===== config.mk =====
export PLATFORM = sky130hd
export DESIGN_NAME = mcu_rst_combiner
export DESIGN_NICKNAME = d
export VERILOG_FILES = /design/src/rtl/rstc_pkg.sv /design/src/rtl/rstc_por_timer.sv /design/src/rtl/rstc_pin_filter.sv /design/src/rtl/rstc_pull_stretch.sv /design/src/rtl/rstc_cause_log.sv /design/src/rtl/mcu_rst_combiner.sv
export SDC_FILE = /design/constraint.sdc
export NUM_CORES = 1
export LEC_CHECK = 0
export BUFFER_PORTS_ARGS = -buffer_cell sky130_fd_sc_hd__buf_4
export CAP_MARGIN = 5
export CORE_MARGIN = 2
export CORE_UTILIZATION = 30
export DETAILED_ROUTE_END_ITERATION = 7
export GPL_TIMING_DRIVEN = 0
export SLEW_MARGIN = 25
export SYNTH_ARGS = -nofsm -noshare
export SYNTH_HDL_FRONTEND = slang
export SYNTH_SLANG_ARGS = --single-unit

===== constraint.sdc =====
create_clock -name clk_i -period 4.3 [get_ports clk_i]
set_input_delay 0.215 -clock clk_i [delete_from_list [all_inputs] [get_ports clk_i]]
set_output_delay 0.215 -clock clk_i [all_outputs]
set_load 0.05 [all_outputs]

===== src/rtl/rstc_pkg.sv =====
package rstc_pkg;
  localparam int unsigned NUM_PULL_SRC = 3;
  localparam int unsigned NUM_CAUSE    = 5;

  localparam int unsigned CAUSE_POR       = 0;
  localparam int unsigned CAUSE_PIN       = 1;
  localparam int unsigned CAUSE_FIRST_SRC = 2;

  // Stabilisation length chosen by the static option bit.
  function automatic int unsigned por_hold_len(input logic long_sel,
                                               input int unsigned short_len,
                                               input int unsigned long_len);
    return long_sel ? long_len : short_len;
  endfunction

  // Next value of the pulldown stretch counter.
  function automatic int unsigned stretch_next(input logic src_any,
                                               input int unsigned cur,
                                               input int unsigned hold);
    if (src_any) return hold;
    if (cur != 0) return cur - 1;
    return 0;
  endfunction

  // Next value of the pin-low qualification counter (saturating).
  function automatic int unsigned qual_next(input logic low_seen,
                                            input int unsigned cur,
                                            input int unsigned qual);
    if (!low_seen) return 0;
    if (cur >= qual) return qual;
    return cur + 1;
  endfunction
endpackage


===== src/rtl/rstc_por_timer.sv =====
module rstc_por_timer #(
  parameter int unsigned SHORT_LEN = 16,
  parameter int unsigned LONG_LEN  = 4064
) (
  input  logic clk_i,
  input  logic por_i,
  input  logic long_sel_i,
  output logic busy_o
);
  localparam int unsigned MAX_LEN = (LONG_LEN > SHORT_LEN) ? LONG_LEN : SHORT_LEN;
  localparam int unsigned CW      = $clog2(MAX_LEN + 1);

  logic [CW-1:0] elapsed_q;
  logic [CW-1:0] limit;

  assign limit  = CW'(rstc_pkg::por_hold_len(long_sel_i, SHORT_LEN, LONG_LEN));
  assign busy_o = (elapsed_q < limit);

  always_ff @(posedge clk_i or posedge por_i) begin
    if (por_i) begin
      elapsed_q <= '0;
    end else if (busy_o) begin
      elapsed_q <= elapsed_q + 1'b1;
    end
  end
endmodule


===== src/rtl/rstc_pin_filter.sv =====
module rstc_pin_filter #(
  parameter int unsigned QUAL = 2
) (
  input  logic clk_i,
  input  logic por_i,
  input  logic pin_n_i,
  input  logic mask_i,
  output logic low_seen_o,
  output logic active_o
);
  localparam int unsigned QW = $clog2(QUAL + 1);

  logic [QW-1:0] low_cnt_q;
  logic [QW-1:0] low_cnt_d;

  assign low_seen_o = !pin_n_i && !mask_i;
  assign low_cnt_d  = QW'(rstc_pkg::qual_next(low_seen_o, int'(low_cnt_q), QUAL));
  assign active_o   = (low_cnt_q >= QW'(QUAL));

  always_ff @(posedge clk_i or posedge por_i) begin
    if (por_i) begin
      low_cnt_q <= '0;
    end else begin
      low_cnt_q <= low_cnt_d;
    end
  end
endmodule


===== src/rtl/rstc_pull_stretch.sv =====
module rstc_pull_stretch #(
  parameter int unsigned NSRC = 3,
  parameter int unsigned HOLD = 4
) (
  input  logic            clk_i,
  input  logic            por_i,
  input  logic [NSRC-1:0] src_i,
  output logic            src_any_o,
  output logic            pull_o
);
  localparam int unsigned HW = $clog2(HOLD + 1);

  logic [NSRC:0]  or_chain;
  logic [HW-1:0]  hold_q;
  logic [HW-1:0]  hold_d;

  assign or_chain[0] = 1'b0;
  for (genvar i = 0; i < NSRC; i++) begin : g_or
    assign or_chain[i+1] = or_chain[i] | src_i[i];
  end

  assign src_any_o = or_chain[NSRC];
  assign hold_d    = HW'(rstc_pkg::stretch_next(src_any_o, int'(hold_q), HOLD));
  assign pull_o    = (hold_q != '0);

  always_ff @(posedge clk_i or posedge por_i) begin
    if (por_i) begin
      hold_q <= '0;
    end else begin
      hold_q <= hold_d;
    end
  end
endmodule


===== src/rtl/rstc_cause_log.sv =====
module rstc_cause_log
  import rstc_pkg::*;
#(
  parameter int unsigned NSRC = NUM_PULL_SRC
) (
  input  logic                 clk_i,
  input  logic                 por_i,
  input  logic                 pin_evt_i,
  input  logic [NSRC-1:0]      src_i,
  input  logic                 clr_i,
  output logic [NUM_CAUSE-1:0] cause_o
);
  localparam logic [NUM_CAUSE-1:0] POR_ONLY = NUM_CAUSE'(1) << CAUSE_POR;

  logic [NUM_CAUSE-1:0] set_vec;
  logic [NUM_CAUSE-1:0] cause_q;

  assign set_vec[CAUSE_POR] = 1'b0;
  assign set_vec[CAUSE_PIN] = pin_evt_i;
  for (genvar i = 0; i < NSRC; i++) begin : g_set
    assign set_vec[CAUSE_FIRST_SRC + i] = src_i[i];
  end

  always_ff @(posedge clk_i or posedge por_i) begin
    if (por_i) begin
      cause_q <= POR_ONLY;
    end else if (clr_i) begin
      cause_q <= set_vec;
    end else begin
      cause_q <= cause_q | set_vec;
    end
  end

  assign cause_o = cause_q;
endmodule


===== src/rtl/mcu_rst_combiner.sv =====
module mcu_rst_combiner
  import rstc_pkg::*;
#(
  parameter int unsigned SHORT_DELAY = 16,
  parameter int unsigned LONG_DELAY  = 4064,
  parameter int unsigned PIN_QUAL    = 2,
  parameter int unsigned PULL_HOLD   = 4
) (
  input  logic                 clk_i,
  input  logic                 por_i,
  input  logic                 long_delay_i,
  input  logic                 pin_n_i,
  input  logic                 wdog_req_i,
  input  logic                 lowv_req_i,
  input  logic                 badaddr_req_i,
  input  logic                 cause_clr_i,
  output logic                 core_rst_o,
  output logic                 pin_pull_o,
  output logic [NUM_CAUSE-1:0] cause_o
);
  // Named internal events, visible to the bound checker.
  logic                    por_busy;
  logic                    pin_low_seen;
  logic                    pin_active;
  logic [NUM_PULL_SRC-1:0] src_vec;
  logic                    src_any;
  logic                    rst_cond;
  logic                    core_rst_q;

  assign src_vec = {badaddr_req_i, lowv_req_i, wdog_req_i};

  rstc_por_timer #(
    .SHORT_LEN (SHORT_DELAY),
    .LONG_LEN  (LONG_DELAY)
  ) u_por (
    .clk_i      (clk_i),
    .por_i      (por_i),
    .long_sel_i (long_delay_i),
    .busy_o     (por_busy)
  );

  rstc_pull_stretch #(
    .NSRC (NUM_PULL_SRC),
    .HOLD (PULL_HOLD)
  ) u_pull (
    .clk_i     (clk_i),
    .por_i     (por_i),
    .src_i     (src_vec),
    .src_any_o (src_any),
    .pull_o    (pin_pull_o)
  );

  rstc_pin_filter #(
    .QUAL (PIN_QUAL)
  ) u_pin (
    .clk_i      (clk_i),
    .por_i      (por_i),
    .pin_n_i    (pin_n_i),
    .mask_i     (pin_pull_o),
    .low_seen_o (pin_low_seen),
    .active_o   (pin_active)
  );

  rstc_cause_log #(
    .NSRC (NUM_PULL_SRC)
  ) u_cause (
    .clk_i     (clk_i),
    .por_i     (por_i),
    .pin_evt_i (pin_active),
    .src_i     (src_vec),
    .clr_i     (cause_clr_i),
    .cause_o   (cause_o)
  );

  assign rst_cond = por_busy | pin_active | src_any | pin_pull_o;

  always_ff @(posedge clk_i or posedge por_i) begin
    if (por_i) begin
      core_rst_q <= 1'b1;
    end else begin
      core_rst_q <= rst_cond;
    end
  end

  assign core_rst_o = core_rst_q;
endmodule


### Word-level counts from Yosys, hierarchy flattened

Index checks and enable logic that the tools add are counted.

* logic and storage cells: 35
* register bits: 23
* input port bits: 8
* output and inout bits: 7

* multiplexer cells: 14
* reductions and logical operators: 4
* $add $sub $neg: 3
* bitwise operators: 6
* order comparisons: 3

Operators by type and width (number)
* 12-bit by 1-bit adder with 12-bit output, second input constant: 1
* 12-bit less-than comparator: 1
* 12-bit two-way mux: 1
* 3-bit two-way mux: 4
* 2-bit two-way mux: 3
* 1-bit two-way mux: 5
* 5-bit two-way mux: 1
* 1-bit bitwise OR: 5
* 5-bit bitwise OR: 1
* 2-bit >= comparator, second input constant: 2
* 3-bit nonzero test: 1
* 3-bit by 1-bit subtractor with 3-bit output, second input constant: 1
* 2-bit by 1-bit adder with 2-bit output, second input constant: 1
* 1-bit logical NOT: 2
* 1-bit logical AND: 1

### Longest topological paths before layout

* word-level depth: 6
* depth in mapped cells: 8
* gate-level depth less buffers: 7

### By module

Synthesis repeated with hierarchy kept, for this count alone.

* cell total of the unflattened synthesis: 103
* area total of the unflattened synthesis: 1152.4 µm²

By module, submodules not included
* rstc_por_timer: instances 1, sequential area each 300.3 µm², area each 719.4 µm², cells each 68
* rstc_cause_log: instances 1, sequential area each 126.4 µm², area each 172.7 µm², cells each 12
* rstc_pull_stretch: instances 1, sequential area each 75.1 µm², area each 138.9 µm², cells each 13
* rstc_pin_filter: instances 1, sequential area each 50.0 µm², area each 83.8 µm², cells each 7
* mcu_rst_combiner: instances 1, sequential area each 26.3 µm², area each 37.5 µm², cells each 3

### Least setup slack after synthesis

Ideal clock, no wire load.

* path kind: flip-flop to flip-flop
* start point: register u_por.elapsed_q[6]
* end point: register u_por.elapsed_q[8]
* setup slack: 2479 ps
* period minus slack after synthesis: 1821 ps
* stages on the path, launching flop included: 8
* arrival time: 1698 ps
* data required time: 4177 ps
* setup time: 123 ps
* buffers on the path: 1
* cells stage by stage: dfrtp_1 -> ha_1 -> nor4_2 -> a21oi_1 -> a221oi_2 -> buf_6 -> nand4_1 -> xnor2_1

* longest elaborated chain between the ends: 1
* elaborated cells between the ends (all ways): 2
* classes of those cells: add/sub: 1; order compare: 1

RTL lines
* start, declared: line rstc_por_timer.sv:13 `logic [CW-1:0] elapsed_q;`
* start signal, assigned: line rstc_por_timer.sv:23 `elapsed_q <= elapsed_q + 1'b1;`
* 12-bit by 1-bit adder with 12-bit output / 12-bit less-than comparator (equally long branches): line rstc_por_timer.sv:23, rstc_por_timer.sv:17

Several ways; a longest one is shown, not always the timed one.
A chain may end at the register's enable or synchronous reset.

### Final worst setup path

* start point: register u_por.elapsed_q[6]
* end point: register u_por.elapsed_q[4]

* longest elaborated chain between the ends: 1

RTL lines
* 12-bit less-than comparator: line rstc_por_timer.sv:17 `assign busy_o = (elapsed_q < limit);`

No other way between the ends.

==> PnR_summary.wiki <==
{| class="wikitable"
! Metric !! Value
|-
| CTS Hold Buffers Added || 0
|-
| Post-route setup TNS || 0 ns
|-
| Clock Tree Root || clkbuf_8
|-
| Number of synthesized register bits || 23
|-
| NumNets Final || 131
|-
| Detail Route Antenna Nets || 0
|-
| Critical path's largest stage delay || 0.49 ns
|-
| Placer congestion estimate || 0.629
|-
| Count of warnings emitted by yosys || 0
|-
| Total count of hold-check failures in the final report || 0
|-
| Met3 usage in global routing || 1.56%
|-
| Global route overflow || 0
|-
| Starting density of the core || 30.7%
|-
| Total half-perimeter wirelength after legalization and detailed placement || 1460 um
|-
| Commonest non-fill, non-tap cells in the layout || 21 x dfrtp_1, 14 x buf_4, 10 x ha_1
|-
| Antenna violations before repair || 0
|-
| Setup repair after global routing missed its margin || no
|-
| First-pass GRT wire length || 3360 um
|-
| Overall die width || 64.7 um
|-
| Ys async rst share || 100%
|-
| Mean instance size in the synthesized netlist || 11.8 um^2
|-
| Predominant post-synthesis flop cell || dfrtp_1
|-
| Number of filler cells placed in the layout || 367
|-
| Sequential fraction of the synthesis area || 52.3%
|-
| Fraction of post-synthesis cell area in the top cell type by area || 47.5%
|-
| Sequential standard cell area || 578 um^2
|-
| Startpoint Class || flop
|-
| Level count of the clock H-tree || 1
|-
| Post-CTS resize count || 0
|-
| Core footprint || 3610 um^2
|-
| CP Max Fanout || 10
|-
| Port Buf Inserts || 14
|-
| Fraction of layout cells with a size suffix above 1 || 24.1%
|-
| Floorplan die height || 64.7 um
|-
| Slew Viols, Final || 0
|-
| Post-synth EDFFs || 0
|-
| Crit-path cells || ha_1, nor4_2, a21oi_1, a221oi_2, buf_6, nand4_1, xnor2_1
|-
| Final hold slack || 0.0662 ns
|-
| Buffer count from post-CTS setup fixing || 0
|-
| Count of pins on the block boundary || 15
|-
| Worst slew slack as a fraction of its limit || 44.5%
|-
| Largest net degree at the start of global routing || 24
|-
| Post-synthesis cell type count || 28
|-
| Busiest grt layer || met2
|-
| Length of the first detailed-routing pass in iterations || 4
|-
| Crit path DAT || 2.24 ns
|-
| Outcome || complete, no violations
|-
| Final number of setup-violating endpoints || 0
|-
| Worst hold-check path type || in2reg
|-
| Routed WL per cell || 11.9 um
|-
| Ant diodes || 0
|-
| Area growth from synthesis to layout || 19.1%
|-
| Post-route clock period utilization || 48.7%
|-
| Total area of multi-input combinational cells || 494 um^2
|-
| GR Util All Layers || 10.6%
|-
| Total standard cell area after synthesis || 1110 um^2
|-
| Ranking of synthesized cells by area || dfrtp_1 48%, ha_1 11%, xnor2_1 7.1%
|-
| Power Density || 428 nW/um^2
|-
| Met2 Use GR || 18.4%
|-
| Insertion delay to the later sink of the worst-skew pair || 0.26 ns
|-
| Count of maximum capacitance violations || 0
|-
| Cell row count || 22
|-
| Crit path capture type || flop
|-
| Via count || 734
|-
| Achievable clock frequency || 0.478 GHz
|-
| Shortest period the worst path allows || 2.09 ns
|-
| Worst IR drop on VDD || 185 uV
|-
| Maximum count of clock buffers along a single path || 2
|-
| Most frequent standard cell in the layout excluding fill and tap cells || dfrtp_1
|-
| Worst Skew || 0.00109 ns
|-
| Die area || 4190 um^2
|-
| LEAKAGE || 0.654 nW
|-
| Cell type of the slowest stage on the worst timing path || a221oi_2
|-
| Worst endpoint required time || 4.45 ns
|-
| Final WL || 1910 um
|-
| Residual DRC || 0
|-
| Vias/cell || 4.59
|-
| Post-synthesis net count || 112
|-
| Category of the most critical setup path || reg2reg
|-
| Met1 capacity usage during global routing || 12.2%
|-
| Number of buffers inserted during clock tree synthesis || 3
|-
| Cells after Synth || 94
|-
| Clk sink count || 23
|-
| Top cell type by total area after synthesis || dfrtp_1
|-
| Initial detailed-routing violation count || 4
|-
| Transition time at the pin with the least slew margin || 0.832 ns
|-
| Clock tree from TritonCTS || yes
|-
| Vias in the first global route || 747
|-
| Clock edge transition at the registers on the reported setup and hold paths || 0.08 ns
|}
-- synth_stat cells, drive strengths merged (2+ instances only) --
| master | n |
|---|---|
| nor3 | 2 |
| nand2 | 4 |
| and3 | 3 |
| ha | 10 |
| nand3 | 6 |
| a21oi | 3 |
| a21o | 5 |
| xor2 | 2 |
| dfrtp | 21 |
| nor2 | 3 |
| xnor2 | 9 |
| inv | 6 |
| nand4 | 3 |
| and4 | 2 |
| dfstp | 2 |
| and2 | 2 |
-- layout make-up --
class	count	share of cell area [%]
flip-flops and latches	23	43.9
multi-input cells	64	37.5
repair buffers	14	7.98
well taps	48	4.56
clock buffers	3	3.13
inverters	6	1.71
plain buffers	1	0.855
clock inverters	1	0.380
-- worst paths after layout --
kind | from | to | slack, ns | cells after the start
worst max-delay path | u_por.elapsed_q[6] | u_por.elapsed_q[4] | 2.21 | 7
worst min register to register | u_pin.low_cnt_q[0] | u_pin.low_cnt_q[0] | 0.44 | 1
min in group asynchronous | por_i | u_cause.cause_o[3] | 0.12 | 2
worst min-delay path | cause_clr_i | u_cause.cause_o[0] | 0.07 | 2
max in group asynchronous | por_i | u_por.elapsed_q[9] | 3.67 | 2
worst max register to register | u_por.elapsed_q[6] | u_por.elapsed_q[4] | 2.21 | 7
-- per-stage QoR --
stage          power [mW]  setup slack (ns)  std cells  cell area, um^2  utilization (%)
6_report            0.564              2.21        160             1320             36.5
4_1_cts             0.575              2.17        160             1320             36.5
3_3_place_gp        0.431              2.20        156             1270             35.3
2_1_floorplan       0.400              2.48         94             1110                -
5_1_grt             0.606              2.03        160             1320             36.5
3_5_place_dp        0.440              2.12        156             1270             35.3
-- cells by family (layout without fill, tap and decap cells) --
group                      Yosys count  after routing  share of synthesized area [%]
and+or+nand+nor                     31             31                           16.4
muxes                                1              1                           1.02
adders and majority gates           10             10                           11.3
xor gates and xnor gates            11             11                           8.71
DFF                                 23             23                           52.3
AOI/OAI and AO/OA                   11             11                           7.24
buffers and inverters                7             25                           3.05
-- where the power goes --
group          internal (mW)  switching, mW  total (mW)
Sequential             0.258         0.0403       0.298
Combinational         0.0694         0.0646       0.134
Clock                 0.0647         0.0667       0.131
Total                  0.392          0.172       0.564
-- registers in the layout, indices dropped and copies added, names as in the netlist --
| name | cells |
|---|---|
| core_rst_o | 1 |
| u_pull.hold_q | 3 |
| u_por.elapsed_q | 12 |
| u_cause.cause_o | 5 |
| u_pin.low_cnt_q | 2 |
-- metal layers --
layer	wire, um	up-vias	part of all wire, %
met5	0	-	0
met3	66	5	3.5
met1	840	350	44
li1	-	363	-
met4	48	0	2.5
met2	952	16	50
-- critical path: cells and delay by family (launching register included) --
family                   cells  cell delay [ns]
AO/OA/AOI/OAI                2             0.60
flip-flops                   1             0.41
adder cells (fa/ha/maj)      1             0.22
XOR/XNOR                     1             0.15
buffers and inverters        1             0.21
AND/OR/NAND/NOR              2             0.39
(Power assumes the default switching activity.)
